### config.mk
export PLATFORM = sky130hd
export DESIGN_NAME = lat_watchdog
export DESIGN_NICKNAME = d
export VERILOG_FILES = /design/src/rtl/lat_watchdog_pkg.sv /design/src/rtl/lat_watchdog_cnt.sv /design/src/rtl/lat_watchdog_fsm.sv /design/src/rtl/lat_watchdog_flag.sv /design/src/rtl/lat_watchdog.sv
export SDC_FILE = /design/constraint.sdc
export NUM_CORES = 1
export LEC_CHECK = 0
export ABC_CLOCK_PERIOD_IN_PS = 2100
export BUFFER_PORTS_ARGS = -buffer_cell sky130_fd_sc_hd__buf_4
export CAP_MARGIN = 20
export CELL_PAD_IN_SITES_DETAIL_PLACEMENT = 1
export CELL_PAD_IN_SITES_GLOBAL_PLACEMENT = 2
export CORE_MARGIN = 4
export CORE_UTILIZATION = 31
export DETAILED_ROUTE_END_ITERATION = 8
export PLACE_DENSITY = 0.75
export SLEW_MARGIN = 20
export SYNTH_ARGS = -nofsm -noshare
export SYNTH_HDL_FRONTEND = slang
export SYNTH_SLANG_ARGS = --single-unit
### constraint.sdc
create_clock -name clk -period 2.1 [get_ports clk]
set_input_delay 0.21 -clock clk [delete_from_list [all_inputs] [get_ports clk]]
set_output_delay 0.21 -clock clk [all_outputs]
set_load 0.1 [all_outputs]
### src/rtl/lat_watchdog_pkg.sv
package lat_watchdog_pkg;
    typedef enum logic [2:0] {
        WD_IDLE  = 3'd0,
        WD_RUN   = 3'd1,
        WD_HOLD  = 3'd2,
        WD_OFF   = 3'd3,
        WD_ABORT = 3'd4
    } wd_state_t;
endpackage

### src/rtl/lat_watchdog_cnt.sv
module lat_watchdog_cnt #(
    parameter int CNT_W = 8
) (
    input  logic             clk,
    input  logic             rst_n,
    input  logic             load,
    input  logic [CNT_W-1:0] load_val,
    input  logic             dec,
    output logic             at_one
);
    logic [CNT_W-1:0] cnt_q;

    always_ff @(posedge clk) begin
        if (!rst_n) begin
            cnt_q <= '0;
        end else if (load) begin
            cnt_q <= load_val;
        end else if (dec && (cnt_q != '0)) begin
            cnt_q <= cnt_q - CNT_W'(1);
        end
    end

    assign at_one = (cnt_q == CNT_W'(1));
endmodule

### src/rtl/lat_watchdog_fsm.sv
module lat_watchdog_fsm
    import lat_watchdog_pkg::*;
(
    input  logic clk,
    input  logic rst_n,
    input  logic txn_start,
    input  logic txn_end,
    input  logic xfer,
    input  logic retry_term,
    input  logic cfg_zero,
    input  logic at_one,
    output logic cnt_load,
    output logic cnt_dec,
    output logic serr_set,
    output logic abort_req
);
    wd_state_t state_q, state_d;

    // state register
    always_ff @(posedge clk) begin
        if (!rst_n) begin
            state_q <= WD_IDLE;
        end else begin
            state_q <= state_d;
        end
    end

    // next state and counter control
    always_comb begin
        state_d  = state_q;
        cnt_load = 1'b0;
        cnt_dec  = 1'b0;
        unique case (state_q)
            WD_IDLE: begin
                if (txn_start) begin
                    cnt_load = 1'b1;
                    state_d  = cfg_zero ? WD_OFF : WD_RUN;
                end
            end
            WD_RUN: begin
                if (xfer && txn_end) begin
                    state_d = WD_IDLE;
                end else if (xfer) begin
                    cnt_load = 1'b1;
                    state_d  = cfg_zero ? WD_OFF : WD_RUN;
                end else if (at_one) begin
                    cnt_dec = 1'b1;
                    state_d = WD_ABORT;
                end else if (txn_end) begin
                    cnt_dec = 1'b1;
                    state_d = retry_term ? WD_HOLD : WD_IDLE;
                end else begin
                    cnt_dec = 1'b1;
                end
            end
            WD_HOLD: begin
                cnt_dec = 1'b1;
                if (at_one) begin
                    state_d = WD_ABORT;
                end else if (txn_start) begin
                    state_d = WD_RUN;
                end
            end
            WD_OFF: begin
                if ((txn_start || xfer) && !cfg_zero) begin
                    cnt_load = 1'b1;
                    state_d  = WD_RUN;
                end else if (txn_end) begin
                    state_d = WD_IDLE;
                end
            end
            WD_ABORT: begin
                state_d = WD_IDLE;
            end
            default: begin
                state_d = WD_IDLE;
            end
        endcase
    end

    // outputs
    always_comb begin
        abort_req = (state_q == WD_ABORT);
        serr_set  = (state_d == WD_ABORT) && (state_q != WD_ABORT);
    end
endmodule

### src/rtl/lat_watchdog_flag.sv
module lat_watchdog_flag (
    input  logic clk,
    input  logic rst_n,
    input  logic set,
    input  logic clear,
    output logic flag
);
    always_ff @(posedge clk) begin
        if (!rst_n) begin
            flag <= 1'b0;
        end else if (set) begin
            flag <= 1'b1;
        end else if (clear) begin
            flag <= 1'b0;
        end
    end
endmodule

### src/rtl/lat_watchdog.sv
module lat_watchdog #(
    parameter int SET_W  = 5,
    parameter int FRAC_W = 3
) (
    input  logic             clk,
    input  logic             rst_n,
    input  logic [SET_W-1:0] cfg_limit,
    input  logic             txn_start,
    input  logic             txn_end,
    input  logic             irdy_n,
    input  logic             trdy_n,
    input  logic             stop_n,
    input  logic             serr_clear,
    output logic             abort_req,
    output logic             serr_flag
);
    localparam int CNT_W = SET_W + FRAC_W;

    logic             xfer;
    logic             retry_term;
    logic             cfg_zero;
    logic             at_one;
    logic             cnt_load;
    logic             cnt_dec;
    logic             serr_set;
    logic [CNT_W-1:0] load_val;

    assign xfer       = !irdy_n && !trdy_n;
    assign retry_term = !stop_n && trdy_n;
    assign cfg_zero   = (cfg_limit == '0);
    assign load_val   = {cfg_limit, {FRAC_W{1'b0}}};

    lat_watchdog_cnt #(.CNT_W(CNT_W)) u_cnt (
        .clk      (clk),
        .rst_n    (rst_n),
        .load     (cnt_load),
        .load_val (load_val),
        .dec      (cnt_dec),
        .at_one   (at_one)
    );

    lat_watchdog_fsm u_fsm (
        .clk        (clk),
        .rst_n      (rst_n),
        .txn_start  (txn_start),
        .txn_end    (txn_end),
        .xfer       (xfer),
        .retry_term (retry_term),
        .cfg_zero   (cfg_zero),
        .at_one     (at_one),
        .cnt_load   (cnt_load),
        .cnt_dec    (cnt_dec),
        .serr_set   (serr_set),
        .abort_req  (abort_req)
    );

    lat_watchdog_flag u_flag (
        .clk   (clk),
        .rst_n (rst_n),
        .set   (serr_set),
        .clear (serr_clear),
        .flag  (serr_flag)
    );
endmodule

==> out/qor.txt, run 1 <==
commonest non-fill, non-tap cell in the layout: sky130_fd_sc_hd__buf_4
Max Fanout on Critical Path: 7
die height: 59.3 um
Fmax: 601 MHz
Tightest Hold Check Type: in -> reg
hold_ws: 0.199 ns
global route overflow: 0
final count of pins violating max slew: 0
fraction of final layout cells with drive strength greater than 1: 29.7%
row count: 18
final count of negative-setup-slack endpoints: 0
final critical delay including setup and external delays: 1.66 ns
Vias/cell: 5.51
clock tree from TritonCTS: built
count of state elements after synthesis: 12
total of cells resized after clock tree synthesis: 0
number of detailed-route iterations in the first pass: 4
wire length of the first global-routing pass: 3780 um
fraction of the yosys area taken by sequential cells: 29.5%
area fraction of the dominant cell type after synthesis: 29.5%
TNS Setup: 0 ns
synth unique cells: 41
1st-iter DRT viols: 19
storage element area: 240 um^2
Clk network pwr share: 22.7%
DIE WIDTH: 59.3 um
Mapped Nets: 112
layout overhead on the synthesized area: 20.1%
number of buffers added by the clock tree synthesis step: 3
count of nets left with antenna violations after detail routing: 0
source of the worst hold timing path: serr_clear
Crit path required time: 2.25 ns
Clock Tree Root: sky130_fd_sc_hd__clkbuf_4
switching part of the total: 33.9%
skew final: 0.00433 ns
total power density per cell area: 633 nW/um^2
mean post-synth cell area: 8.48 um^2
RSZ-0062 raised after global routing: no
Initial Utilization: 32.6%
count of input and output buffers: 14
Placeable Area: 2500 um^2
Setup crit start: u_fsm.state_q[0]
Warnings, synthesis: 0
net switching component of the power: 0.210 mW
share of flip-flops with an asynchronous set or reset after synthesis: 0%
combinational group share of total power: 33.0%
reg-to-reg critical path startpoint: u_fsm.state_q[0]
total number of nets in the final design: 129
largest net degree at the start of global routing: 11
total area of multi-input combinational cells: 543 um^2
top post-synthesis cells by area: sky130_fd_sc_hd__dfxtp_1 29%, sky130_fd_sc_hd__ha_1 4.6%, sky130_fd_sc_hd__nor3_1 4.3%
Worst Setup Path Type: reg -> reg
sink count of the clock tree: 12
Setup Buffers After CTS: 0
detailed-route DRC error count: 0
internal power component: 0.409 mW
kind of cell adding the most delay to the critical path: compound AO/OA/AOI/OAI gates
# IOs: 15
number of failing hold endpoints at the final stage: 0
overall die area: 3510 um^2
part of the power in registers: 44.2%
clock transition at the registers of the reported paths: 0.07 ns
outcome: completed
fin crit share: 79.2%
DP HPWL: 1710 um
overall fraction of global-route tracks in use: 14.2%
Worst Path Arrival: 1.81 ns
antenna violations before repair: 0
number of synthesized flops with an enable pin: 0
peak supply drop: 0.303 mV
relative slew slack: 62.7%
highest-count cells in the layout ignoring fill and taps: 15 x sky130_fd_sc_hd__buf_4, 12 x sky130_fd_sc_hd__dfxtp_1, 8 x sky130_fd_sc_hd__nor2_1, 6 x sky130_fd_sc_hd__inv_1, 6 x sky130_fd_sc_hd__nor3_1
CP max-delay cell: sky130_fd_sc_hd__o32ai_1
n_diodes: 0
cell count after synthesis: 96
post-cts hold buffer count: 0
series of cell instances along the critical path: and2b_2, a21oi_2, o32ai_1, a211o_2, o311ai_2
Crit. End Element: register
CTS H-Tree Depth: 1
leakage power: 0.363 nW
max-cap violation count: 0
final-layout fill cell count: 303
cell taking the most area after synthesis: sky130_fd_sc_hd__dfxtp_1
slew at the pin closest to its max-slew limit: 0.557 ns
total detailed-routing wirelength: 2120 um
number of global-route vias before repair: 835
Vias: 777
CP bufs+invs: 0
placer's final routability congestion estimate: 0.827
netlist area before placement: 815 um^2
CP Launch Type: register
clk_lat worst skew: 0.27 ns
slowest stage delay, CP: 0.50 ns
most used flip-flop cell after synthesis: sky130_fd_sc_hd__dfxtp_1
number of buffers on the longest clock path: 2
average routed wire per standard cell: 15.0 um
## area by class of cell
class	count	area share [%]
well taps	30	3.84
inverters	6	2.30
repair buffers	15	11.5
clock buffers	3	2.30
multi-input cells	75	55.5
flip-flops and latches	12	24.6
## power by group through the flow
| stage | clock, mW | sequential, mW | combinational [mW] |
|---|---|---|---|
| 2_1_floorplan | 0 | 0.272 | 0.153 |
| 3_3_place_gp | 0 | 0.278 | 0.205 |
| 3_5_place_dp | 0 | 0.278 | 0.205 |
| 4_1_cts | 0.152 | 0.273 | 0.206 |
| 5_1_grt | 0.160 | 0.277 | 0.229 |
| 6_report | 0.141 | 0.274 | 0.204 |
## per-layer routing
metal / routed length, um / share of wire [%] / up-vias / track usage [%]
met3: 91 / 4.3 / 2 / 4.14
met5: 0 / 0 / - / 0
met4: 11 / 0.52 / 0 / 3.88
met1: 1080 / 51 / 370 / 19.0
met2: 936 / 44 / 17 / 22.0
li1: - / - / 388 / -
## worst min-delay path, cell delays in order
cell,delay (ns)
sky130_fd_sc_hd__buf_4,0.07
sky130_fd_sc_hd__nand2b_1,0.08
sky130_fd_sc_hd__a21oi_1,0.06
## metrics by stage
stage	instances	worst slack (ns)	cell area, um^2	utilization, %	power [mW]
6_report	141	0.436	978	39.1	0.619
5_1_grt	141	0.273	978	39.1	0.667
4_1_cts	141	0.435	978	39.1	0.631
3_5_place_dp	138	0.450	956	38.2	0.483
3_3_place_gp	138	0.506	956	38.2	0.483
2_1_floorplan	96	0.224	820	-	0.425
## cells in the mapped netlist (all sizes together) (3+ instances only)
cell and count:
o21ai 5, nand3 5, ha 3, nand2 6, buf 3, a21oi 6, inv 6, dfxtp 12
nor2 8, nor3 8
## kinds of logic (layout without fill, tap and decap cells)
kind of cell	count (synthesis)	count (layout)	synth area share [%]
AND/OR/NAND/NOR	41	41	31.5
AO/OA/AOI/OAI	27	27	25.3
flip-flops	12	12	29.5
buffers and inverters	9	24	4.45
adder cells (fa/ha/maj)	3	3	4.61
XOR/XNOR	2	2	2.15
multiplexers	2	2	2.46
## flip-flops by register name, summed over array words and instances (netlist names)
name           cells
u_flag.flag        1
u_fsm.state_q      3
u_cnt.cnt_q        8
## final timing paths
kind	endpoint	slack (ns)	cells past startpoint
max	u_cnt.cnt_q[4]	0.44	5
min	u_flag.flag	0.20	3
max reg2reg	u_cnt.cnt_q[4]	0.44	5
min reg2reg	u_flag.flag	0.48	2
No activity file was read; power rests on OpenSTA's default activity.
==> run 2, diff against run 1 <==
Settings changed: ABC_CLOCK_PERIOD_IN_PS 2100 to 1600.
Clock period 2.1 ns to 1.6 ns, I/O delays scaled along.
==> run 2 against run 1 <==
Effect of this change:
- register-to-register slack got worse by 0.34 ns
- wire length is 3.5% higher
- critical path type unchanged
- sequential power grew 31%
- highest routed layer unchanged
- largest power group unchanged
- maximum frequency grew 11%
==> out/qor.txt, run 2 (same netlist as run 1, synthesis figures left out) <==
series of cell instances along the critical path: and2b_2, a21oi_2, o32a_2, o21ai_0, a21oi_1
total number of nets in the final design: 136
clock transition at the registers of the reported paths: 0.08 ns
highest-count cells in the layout ignoring fill and taps: 22 x sky130_fd_sc_hd__buf_4, 8 x sky130_fd_sc_hd__nor2_1, 7 x sky130_fd_sc_hd__dfxtp_1, 6 x sky130_fd_sc_hd__inv_1, 6 x sky130_fd_sc_hd__nor3_1
Vias/cell: 5.19
peak supply drop: 0.418 mV
total detailed-routing wirelength: 2200 um
Tightest Hold Check Type: in -> reg
total power density per cell area: 822 nW/um^2
number of detailed-route iterations in the first pass: 3
Vias: 768
max-cap violation count: 0
TNS Setup: 0 ns
global route overflow: 0
commonest non-fill, non-tap cell in the layout: sky130_fd_sc_hd__buf_4
count of nets left with antenna violations after detail routing: 0
final critical delay including setup and external delays: 1.50 ns
number of global-route vias before repair: 772
count of input and output buffers: 14
n_diodes: 0
number of failing hold endpoints at the final stage: 0
Worst Path Arrival: 1.66 ns
detailed-route DRC error count: 0
slowest stage delay, CP: 0.41 ns
Crit path required time: 1.76 ns
Initial Utilization: 32.6%
total placed instance area: 1010 um^2
Clock Tree Root: sky130_fd_sc_hd__clkbuf_4
kind of cell adding the most delay to the critical path: compound AO/OA/AOI/OAI gates
largest net degree at the start of global routing: 11
fin crit share: 93.8%
# IOs: 15
number of flip-flops under the largest register name: 8
skew final: 0.00958 ns
die height: 59.3 um
1st-iter DRT viols: 17
CP bufs+invs: 0
slew at the pin closest to its max-slew limit: 0.343 ns
antenna violations before repair: 0
CTS H-Tree Depth: 1
largest registers: u_cnt.cnt_q (8), u_fsm.state_q (3), u_flag.flag (1)
relative slew slack: 77.1%
post-route design area: 1060 um^2
CP max-delay cell: sky130_fd_sc_hd__o32a_2
core occupancy in the finished layout: 42.2%
post-cts hold buffer count: 0
row count: 18
number of buffers added by the clock tree synthesis step: 3
overall fraction of global-route tracks in use: 13.9%
RSZ-0062 raised after global routing: no
CP Launch Type: register
sink count of the clock tree: 12
Fmax: 667 MHz
wire length of the first global-routing pass: 3640 um
DP HPWL: 1800 um
Worst Setup Path Type: reg -> reg
average routed wire per standard cell: 14.8 um
placer's final routability congestion estimate: 0.781
Placeable Area: 2500 um^2
leakage power: 0.398 nW
final count of pins violating max slew: 0
number of buffers on the longest clock path: 2
Crit. End Element: register
register with the highest flop count: u_cnt.cnt_q
overall die area: 3510 um^2
Max Fanout on Critical Path: 7
fraction of final layout cells with drive strength greater than 1: 39.8%
final count of negative-setup-slack endpoints: 0
clk_lat worst skew: 0.27 ns
clock tree from TritonCTS: built
DIE WIDTH: 59.3 um
outcome: completed
layout overhead on the synthesized area: 29.6%
-- run 2: area by class of cell --
cell class                 instances  area, um^2
inverter                           6        22.5
clock buffer                       3        22.5
timing repair buffer              22         165
fill                             311        1440
sequential                        12         249
multi-input combinational         75         559
tap                               30        37.5
-- run 2: timing repair --
action | CTS | global route
pin swaps | 1 | 1
resized for setup | 6 | 3
setup buffers | 1 | 0
setup endpoints to repair | 1 | 4
-- run 2: path summary, 6_finish.rpt --
kind	start	to	slack (ns)	cells after the start
worst min-delay path	serr_clear	u_flag.flag	0.14	3
worst max register to register	u_fsm.state_q[0]	u_cnt.cnt_q[6]	0.1	5
worst max-delay path	u_fsm.state_q[0]	u_cnt.cnt_q[6]	0.1	5
worst min register to register	u_flag.flag	u_flag.flag	0.48	2
-- run 2: report_power, final --
group / internal, mW / switching [mW] / total [mW]
Sequential: 0.326 / 0.0325 / 0.359
Clock: 0.0871 / 0.106 / 0.193
Combinational: 0.159 / 0.157 / 0.316
Total: 0.572 / 0.296 / 0.868
-- run 2: per-stage QoR --
step	cells	hold slack (ns)	setup slack, ns	power (mW)
2_1_floorplan	96	0.317	0.0961	0.559
3_3_place_gp	144	0.424	-0.0296	0.667
3_5_place_dp	144	0.441	-0.0690	0.673
4_1_cts	148	0.142	0.0304	0.878
5_1_grt	148	0.140	0.00532	0.931
6_report	148	0.144	0.100	0.868
-- run 2: worst register-to-register path, delay by kind of cell (launching register included) --
family | cells | cell delay, ns
DFF | 1 | 0.40
AOI/OAI and AO/OA | 4 | 0.81
and+or+nand+nor | 1 | 0.19
-- run 2: routing by layer --
metal	GRT usage, %	vias up	wire, um
li1	-	401	-
met5	0	-	0
met2	18.7	11	923
met4	4.85	0	15
met1	21.0	354	1190
met3	3.49	2	62
